$ cat src/rtl/intc8_pkg.sv
package intc8_pkg;
  localparam int PIC_LINES = 8;
  localparam int PIC_LW    = $clog2(PIC_LINES);
  localparam int PIC_DW    = 8;

  localparam logic [PIC_DW-1:0] CMD_SETUP   = 8'h11;
  localparam logic [PIC_DW-1:0] CMD_SEL_REQ = 8'h0A;
  localparam logic [PIC_DW-1:0] CMD_SEL_SVC = 8'h0B;
  localparam logic [PIC_DW-1:0] CMD_RETIRE  = 8'h60;
  localparam logic [PIC_DW-1:0] RETIRE_MASK = 8'hF8;
  localparam int OPT_AUTO_BIT = 1;

  typedef enum logic [1:0] {SEQ_IDLE, SEQ_BASE, SEQ_CASC, SEQ_OPT} seq_e;
  typedef enum logic {RSEL_REQ, RSEL_SVC} rsel_e;

  // Lowest set index, with a found flag in the top bit
  function automatic logic [PIC_LW:0] first_set(input logic [PIC_LINES-1:0] v);
    logic [PIC_LW:0] r;
    r = '0;
    for (int i = PIC_LINES - 1; i >= 0; i--) begin
      if (v[i]) r = {1'b1, PIC_LW'(i)};
    end
    return r;
  endfunction

  function automatic logic [PIC_LINES-1:0] lvl_bit(input logic [PIC_LW-1:0] l);
    return PIC_LINES'(1) << l;
  endfunction

  function automatic logic [PIC_DW-1:0] vec_of(input logic [PIC_DW-1:0] base,
                                               input logic [PIC_LW-1:0] l);
    return base + PIC_DW'(l);
  endfunction
endpackage

$ cat src/rtl/intc8_prog.sv
module intc8_prog
  import intc8_pkg::*;
(
  input  logic              clk,
  input  logic              rst_n,
  input  logic              wr_en,
  input  logic              addr,
  input  logic [PIC_DW-1:0] wdata,
  output logic [PIC_DW-1:0] imr,
  output logic [PIC_DW-1:0] base,
  output logic [PIC_DW-1:0] casc,
  output logic              auto_ret,
  output rsel_e             rsel,
  output logic              init_busy,
  output logic              init_start,
  output logic              eoi_pulse,
  output logic [PIC_LW-1:0] eoi_lvl
);
  seq_e seq;
  logic cmd_wr, dat_wr;

  assign cmd_wr     = wr_en && !addr;
  assign dat_wr     = wr_en && addr;
  assign init_start = cmd_wr && (wdata == CMD_SETUP);
  assign eoi_pulse  = cmd_wr && ((wdata & RETIRE_MASK) == CMD_RETIRE);
  assign eoi_lvl    = wdata[PIC_LW-1:0];
  assign init_busy  = (seq != SEQ_IDLE);

  always_ff @(posedge clk) begin
    if (!rst_n) begin
      seq      <= SEQ_IDLE;
      imr      <= '1;
      base     <= '0;
      casc     <= '0;
      auto_ret <= 1'b0;
      rsel     <= RSEL_REQ;
    end else if (init_start) begin
      seq  <= SEQ_BASE;
      rsel <= RSEL_REQ;
    end else begin
      if (cmd_wr && wdata == CMD_SEL_REQ) rsel <= RSEL_REQ;
      if (cmd_wr && wdata == CMD_SEL_SVC) rsel <= RSEL_SVC;
      if (dat_wr) begin
        case (seq)
          SEQ_BASE: begin base <= wdata; seq <= SEQ_CASC; end
          SEQ_CASC: begin casc <= wdata; seq <= SEQ_OPT;  end
          SEQ_OPT:  begin auto_ret <= wdata[OPT_AUTO_BIT]; seq <= SEQ_IDLE; end
          default:  imr <= wdata;
        endcase
      end
    end
  end
endmodule

$ cat src/rtl/intc8_req.sv
module intc8_req
  import intc8_pkg::*;
(
  input  logic                 clk,
  input  logic                 rst_n,
  input  logic [PIC_LINES-1:0] irq_in,
  input  logic [PIC_LINES-1:0] ack_clr,
  output logic [PIC_LINES-1:0] irr
);
  logic [PIC_LINES-1:0] prev;

  for (genvar g = 0; g < PIC_LINES; g++) begin : g_line
    logic rise;
    assign rise = irq_in[g] && !prev[g];
    always_ff @(posedge clk) begin
      if (!rst_n) begin
        prev[g] <= 1'b0;
        irr[g]  <= 1'b0;
      end else begin
        prev[g] <= irq_in[g];
        irr[g]  <= (irr[g] || rise) && irq_in[g] && !ack_clr[g];
      end
    end
  end
endmodule

$ cat src/rtl/intc8_resolve.sv
module intc8_resolve
  import intc8_pkg::*;
(
  input  logic                 clk,
  input  logic                 rst_n,
  input  logic [PIC_LINES-1:0] irr,
  input  logic [PIC_DW-1:0]    imr,
  input  logic [PIC_DW-1:0]    base,
  input  logic [PIC_DW-1:0]    casc,
  input  logic                 auto_ret,
  input  logic                 init_busy,
  input  logic                 init_start,
  input  logic                 eoi_pulse,
  input  logic [PIC_LW-1:0]    eoi_lvl,
  input  logic                 inta,
  input  logic                 master_sel,
  input  logic [PIC_LW-1:0]    cas_in,
  output logic                 int_out,
  output logic [PIC_DW-1:0]    vector,
  output logic                 vec_en,
  output logic [PIC_LW-1:0]    cas_out,
  output logic [PIC_LINES-1:0] isr,
  output logic [PIC_LINES-1:0] ack_clr,
  output logic                 ack_real,
  output logic [PIC_LW-1:0]    ack_lvl
);
  logic [PIC_LW:0]      pend_f, svc_f;
  logic                 eligible, slave_line;
  logic [PIC_LINES-1:0] isr_nx;

  assign pend_f   = first_set(irr & ~imr[PIC_LINES-1:0]);
  assign svc_f    = first_set(isr);
  assign eligible = pend_f[PIC_LW] &&
                    (!svc_f[PIC_LW] || pend_f[PIC_LW-1:0] < svc_f[PIC_LW-1:0]);
  assign int_out  = eligible && !init_busy;

  assign ack_real   = inta && eligible;
  assign ack_lvl    = ack_real ? pend_f[PIC_LW-1:0] : PIC_LW'(PIC_LINES - 1);
  assign ack_clr    = ack_real ? lvl_bit(ack_lvl) : '0;
  assign slave_line = master_sel && casc[ack_lvl];
  assign vector     = inta ? vec_of(base, ack_lvl) : '0;
  assign cas_out    = (inta && slave_line) ? ack_lvl : '0;
  assign vec_en     = inta && (master_sel ? !casc[ack_lvl]
                                          : (cas_in == casc[PIC_LW-1:0]));

  always_comb begin
    isr_nx = isr;
    if (eoi_pulse) isr_nx = isr_nx & ~lvl_bit(eoi_lvl);
    if (ack_real && !auto_ret) isr_nx = isr_nx | lvl_bit(ack_lvl);
  end

  always_ff @(posedge clk) begin
    if (!rst_n)          isr <= '0;
    else if (init_start) isr <= '0;
    else                 isr <= isr_nx;
  end
endmodule

$ cat src/rtl/intc8_core.sv
module intc8_core
  import intc8_pkg::*;
(
  input  logic                 clk,
  input  logic                 rst_n,
  input  logic                 master_sel,
  input  logic [PIC_LW-1:0]    cas_in,
  input  logic                 wr_en,
  input  logic                 rd_en,
  input  logic                 addr,
  input  logic [PIC_DW-1:0]    wdata,
  output logic [PIC_DW-1:0]    rdata,
  input  logic [PIC_LINES-1:0] irq_in,
  output logic                 int_out,
  input  logic                 inta,
  output logic [PIC_DW-1:0]    vector,
  output logic                 vec_en,
  output logic [PIC_LW-1:0]    cas_out
);
  logic [PIC_DW-1:0]    imr, base, casc;
  logic                 auto_ret, init_busy, init_start, eoi_pulse, ack_real;
  logic [PIC_LW-1:0]    eoi_lvl, ack_lvl;
  logic [PIC_LINES-1:0] irr, isr, ack_clr;
  rsel_e                rsel;

  intc8_prog u_prog (
    .clk(clk), .rst_n(rst_n), .wr_en(wr_en), .addr(addr), .wdata(wdata),
    .imr(imr), .base(base), .casc(casc), .auto_ret(auto_ret), .rsel(rsel),
    .init_busy(init_busy), .init_start(init_start),
    .eoi_pulse(eoi_pulse), .eoi_lvl(eoi_lvl)
  );

  intc8_req u_req (
    .clk(clk), .rst_n(rst_n), .irq_in(irq_in), .ack_clr(ack_clr), .irr(irr)
  );

  intc8_resolve u_res (
    .clk(clk), .rst_n(rst_n), .irr(irr), .imr(imr), .base(base), .casc(casc),
    .auto_ret(auto_ret), .init_busy(init_busy), .init_start(init_start),
    .eoi_pulse(eoi_pulse), .eoi_lvl(eoi_lvl), .inta(inta),
    .master_sel(master_sel), .cas_in(cas_in), .int_out(int_out),
    .vector(vector), .vec_en(vec_en), .cas_out(cas_out), .isr(isr),
    .ack_clr(ack_clr), .ack_real(ack_real), .ack_lvl(ack_lvl)
  );

  always_comb begin
    rdata = '0;
    if (rd_en) begin
      if (addr)                  rdata = imr;
      else if (rsel == RSEL_SVC) rdata = PIC_DW'(isr);
      else                       rdata = PIC_DW'(irr);
    end
  end
endmodule

$ cat config.mk
export PLATFORM = sky130hd
export DESIGN_NAME = intc8_core
export DESIGN_NICKNAME = d
export VERILOG_FILES = /design/src/rtl/intc8_pkg.sv /design/src/rtl/intc8_prog.sv /design/src/rtl/intc8_req.sv /design/src/rtl/intc8_resolve.sv /design/src/rtl/intc8_core.sv
export SDC_FILE = /design/constraint.sdc
export NUM_CORES = 1
export LEC_CHECK = 0
export ABC_AREA = 0
export BUFFER_PORTS_ARGS = -buffer_cell sky130_fd_sc_hd__buf_2
export CORE_MARGIN = 2
export CORE_UTILIZATION = 38
export CTS_BUF_LIST = sky130_fd_sc_hd__clkbuf_8
export DETAILED_ROUTE_END_ITERATION = 8
export PLACE_DENSITY = 0.66
export SLEW_MARGIN = 20
export SYNTH_ARGS = -nofsm -noshare
export SYNTH_HDL_FRONTEND = slang
export SYNTH_SLANG_ARGS = --single-unit
$ cat constraint.sdc
create_clock -name clk -period 5.05 [get_ports clk]
set_input_delay 0.7575 -clock clk [delete_from_list [all_inputs] [get_ports clk]]
set_output_delay 0.7575 -clock clk [all_outputs]
set_load 0.01 [all_outputs]
==> flow_summary_export.csv <==
group,metric,value,unit
clock_network,clkLatencyLatePin,0.32,ns
cells_and_area,multiInputGateArea,1907,µm²
clock_network,hold_buffers,0,
synthesis,synth-warning-count,0,
synthesis,synth.net_count,420,
worst_setup_path,timing.critical_path.arrival,3.94,ns
timing,fin_tns_setup,0,ns
synthesis,synth.cell_area,3092,µm²
timing,final-hold-violation-count,0,
timing,fin_worst_skew,0.01286,ns
global_route,grt_pass1_wl,13130,µm
detailed_routing,viasPerCell,5.371,
worst_setup_path,timing_worst_setup_path_type,"flop to output pin",
run_status,outcome,"finished, final reports clean",
synthesis,synth_cell_type_count,64,
timing,worst_pin_slew,0.6022,ns
min_path,hold_path_class,"flop to flop",
cells_and_area,drive_gt1_share,18.16,%
clock_network,ctsRootBufferMaster,"sky130_fd_sc_hd__clkbuf_8",
clock_network,cts.sink_count,52,
clock_network,h-tree-depth,2,
detailed_routing,drc_errors,0,
floorplan,fp.dieH,94.20,µm
detailed_routing,vias,2825,
synthesis,synthFlopType,"sky130_fd_sc_hd__dfxtp_1",
cells_and_area,layout.core_utilization,45.24,%
pwr,vdd_ir_drop_max,97.73,µV
placement,placed_cell_area,3411,µm²
floorplan,dieWidth,94.20,µm
global_route,grt_pass1_vias,2629,
detailed_routing,initial_drt_markers,216,
clock_network,cts_tree,"done",
timing,highest_achievable_clock_rate,212.7,MHz
worst_setup_path,setup.worst_path.end_class,"output pin",
synthesis,synthesis.instances,382,
floorplan,starting_density_of_the_core,39.60,%
clock_network,cts-buffers-inserted,5,
global_route,antenna_found_initial,0,
global_route,total_gr_overflow,0,
placement,dp_hpwl,6306,µm
cells_and_area,fin_nets,461,
timing,finalWorstPathRequiredPeriod,4.701,ns
cells_and_area,antenna-diode-count,0,
floorplan,floorplan.rows,32,
floorplan,floorplan.die_area,8874,µm²
clock_network,clk_pin_slew,0.10,ns
synthesis,synthArstFlopShare,0,%
worst_setup_path,ff2ff_setup_slack,1.98,ns
synthesis,synth_sequential_area_ratio,33.67,%
timing,slew_viol_final,0,
detailed_routing,routed_wirelength,8198,µm
detailed_routing,drt.antenna.violating_nets,0,
synthesis,post_synth.cell_area_avg,8.093,µm²
pwr,leakage,0.001402,µW
worst_setup_path,crit_path_start_kind,"flop",
timing,timing.final.setup_violations,0,
timing,rsz0062_at_grt,"no",
clock_network,postCtsSetupBuffers,0,
flow_run,max_cap_viols,0,
floorplan,core_area,7807,µm²
detailed_routing,avgRoutedWirePerCell,15.59,µm
cells_and_area,layout.area.seq,1041,µm²
clock_network,cts_repair_resize_count,0,
placement,gpl.final_weighted_congestion,0.9362,
worst_setup_path,critPathRequiredTime,4.29,ns
synthesis,synth-seq-cells,52,
global_route,globalRouteTotalUtil,19.13,%
cells_and_area,design_area,3532,µm²
worst_setup_path,crit_path_max_fanout,7,
clock_network,ctsLongestPathBuffers,2,
cells_and_area,area.growth.synth_to_final,14.25,%
cells_and_area,num-fill-cells,786,
global_route,largest_net_degree_at_the_start_of_global_routing,36,
placement,io_buffer_count,46,
synthesis,synth-edff-count,0,
timing,final_min_period_over_clock_period,93.09,%
pwr,power_per_cell_area,245.6,nW/µm²
timing,slew_headroom,59.76,%
floorplan,boundaryPins,47,
detailed_routing,detailedRoute.firstPassIterationCount,5,
-- routing by layer --
layer | up-vias | track usage (%) | part of all wire [%]
li1 | 1417 | - | -
met1 | 1306 | 24.75 | 45
met2 | 78 | 32.14 | 48
met3 | 24 | 3.210 | 5.0
met4 | 0 | 6.522 | 2.6
met5 | - | 0 | 0
-- area by class of cell --
cell class | count | area share, %
clock buffer | 6 | 2.338
multi-input combinational | 293 | 53.99
tap | 102 | 3.613
timing repair buffer | 49 | 7.155
clock inverter | 2 | 1.098
sequential | 52 | 29.47
inverter | 22 | 2.338
-- synthesized netlist by cell type (3+ instances only) --
library cell / count / area share (%)
sky130_fd_sc_hd__and2_1: 18 / 3.6
sky130_fd_sc_hd__dfxtp_1: 52 / 34
sky130_fd_sc_hd__nand2b_1: 7 / 1.4
sky130_fd_sc_hd__xor2_1: 7 / 2.0
sky130_fd_sc_hd__o31ai_1: 3 / 0.73
sky130_fd_sc_hd__nor3_1: 5 / 0.81
sky130_fd_sc_hd__a31oi_1: 4 / 0.81
sky130_fd_sc_hd__ha_1: 11 / 4.5
sky130_fd_sc_hd__a21o_1: 3 / 0.73
sky130_fd_sc_hd__nand3_1: 30 / 4.9
sky130_fd_sc_hd__o21ai_0: 20 / 3.2
sky130_fd_sc_hd__nor2_1: 23 / 2.8
sky130_fd_sc_hd__a21oi_1: 10 / 1.6
sky130_fd_sc_hd__a211oi_1: 7 / 1.7
sky130_fd_sc_hd__mux2i_1: 10 / 3.2
sky130_fd_sc_hd__clkbuf_1: 13 / 1.6
sky130_fd_sc_hd__nor2b_1: 4 / 0.81
sky130_fd_sc_hd__nand2_1: 60 / 7.3
sky130_fd_sc_hd__inv_1: 21 / 2.5
sky130_fd_sc_hd__o211ai_1: 6 / 1.5
sky130_fd_sc_hd__a21boi_0: 17 / 4.1
sky130_fd_sc_hd__nand3b_1: 3 / 0.73
-- sequential cells by signal, summed over array words and instances, names as in the netlist --
signal,cells
u_res.isr,8
u_prog.auto_ret,1
u_prog.rsel,1
u_req.irr,8
u_req.prev,8
u_prog.seq,2
u_prog.casc,8
u_prog.imr,8
u_prog.base,8
-- worst paths after layout --
check / startpoint / end / depth (start not counted)
setup / recovery: u_prog.imr[6]$_SDFFE_PN1P_ / vector[7] / 18
hold / removal: u_req.prev[2]$_SDFF_PN0_ / u_req.irr[2]$_SDFF_PN0_ / 1
setup reg to reg: u_prog.imr[6]$_SDFFE_PN1P_ / u_res.isr[6]$_SDFF_PP0_ / 12
hold reg to reg: u_req.prev[2]$_SDFF_PN0_ / u_req.irr[2]$_SDFF_PN0_ / 1
-- cell usage in the layout (no fill, tap or decap), drive strengths merged, types with 3 or more instances in the layout --
cell type and instances:
xor2 7, nand3 30, ha 11, o21a 3, nand2b 7, dfxtp 52
a21oi 11, a211oi 8, a31oi 4, a21o 4, buf 49, o31ai 3
o21ai 20, and2 19, nor2 23, nor3 5, o211ai 6, mux2i 10
a21boi 18, nand2 62, clkbuf 6, inv 21, nand3b 3, nor2b 7
-- per-stage QoR --
stage | instances | worst slack, ns | total power (µW) | hold slack, ns
6_report | 526 | 0.3490 | 867.4 | 0.4621
5_1_grt | 526 | 0.04944 | 898.1 | 0.4764
4_1_cts | 526 | 0.3320 | 873.1 | 0.4702
3_5_place_dp | 518 | 0.6745 | 566.5 | 0.4420
3_3_place_gp | 518 | 0.7854 | 565.3 | 0.4496
2_1_floorplan | 382 | 0.9826 | 519.6 | 0.4035
-- worst max-delay path, stage by stage (launching register included) --
cell,delay (ns)
sky130_fd_sc_hd__dfxtp_1,0.36
sky130_fd_sc_hd__and2b_1,0.23
sky130_fd_sc_hd__a2111oi_4,0.32
sky130_fd_sc_hd__nand3b_1,0.15
sky130_fd_sc_hd__buf_4,0.16
sky130_fd_sc_hd__inv_1,0.10
sky130_fd_sc_hd__ha_1,0.32
sky130_fd_sc_hd__a211oi_1,0.25
sky130_fd_sc_hd__o21a_2,0.21
sky130_fd_sc_hd__a21o_4,0.17
sky130_fd_sc_hd__nand3_1,0.11
sky130_fd_sc_hd__ha_1,0.31
sky130_fd_sc_hd__a21o_1,0.17
sky130_fd_sc_hd__a21oi_1,0.21
sky130_fd_sc_hd__nor2_1,0.11
sky130_fd_sc_hd__nand3_1,0.10
sky130_fd_sc_hd__xor2_1,0.15
sky130_fd_sc_hd__nor2_1,0.05
sky130_fd_sc_hd__buf_2,0.14
-- where the power goes --
group          leakage (µW)  switching [µW]  internal (µW)
clock network     0.0000614             147            162
logic              0.000916            75.3           50.5
registers          0.000425            10.2            422
total               0.00140             233            635
-- logic make-up after synthesis --
| family | share of synthesized area, % |
|---|---|
| simple gates | 29.06 |
| compound gates | 22.02 |
| flops | 33.67 |
| buf+inv | 4.654 |
| fa+ha+maj | 5.099 |
| mux | 3.238 |
| xor+xnor | 2.266 |
Power figures use the tool's default switching activity.
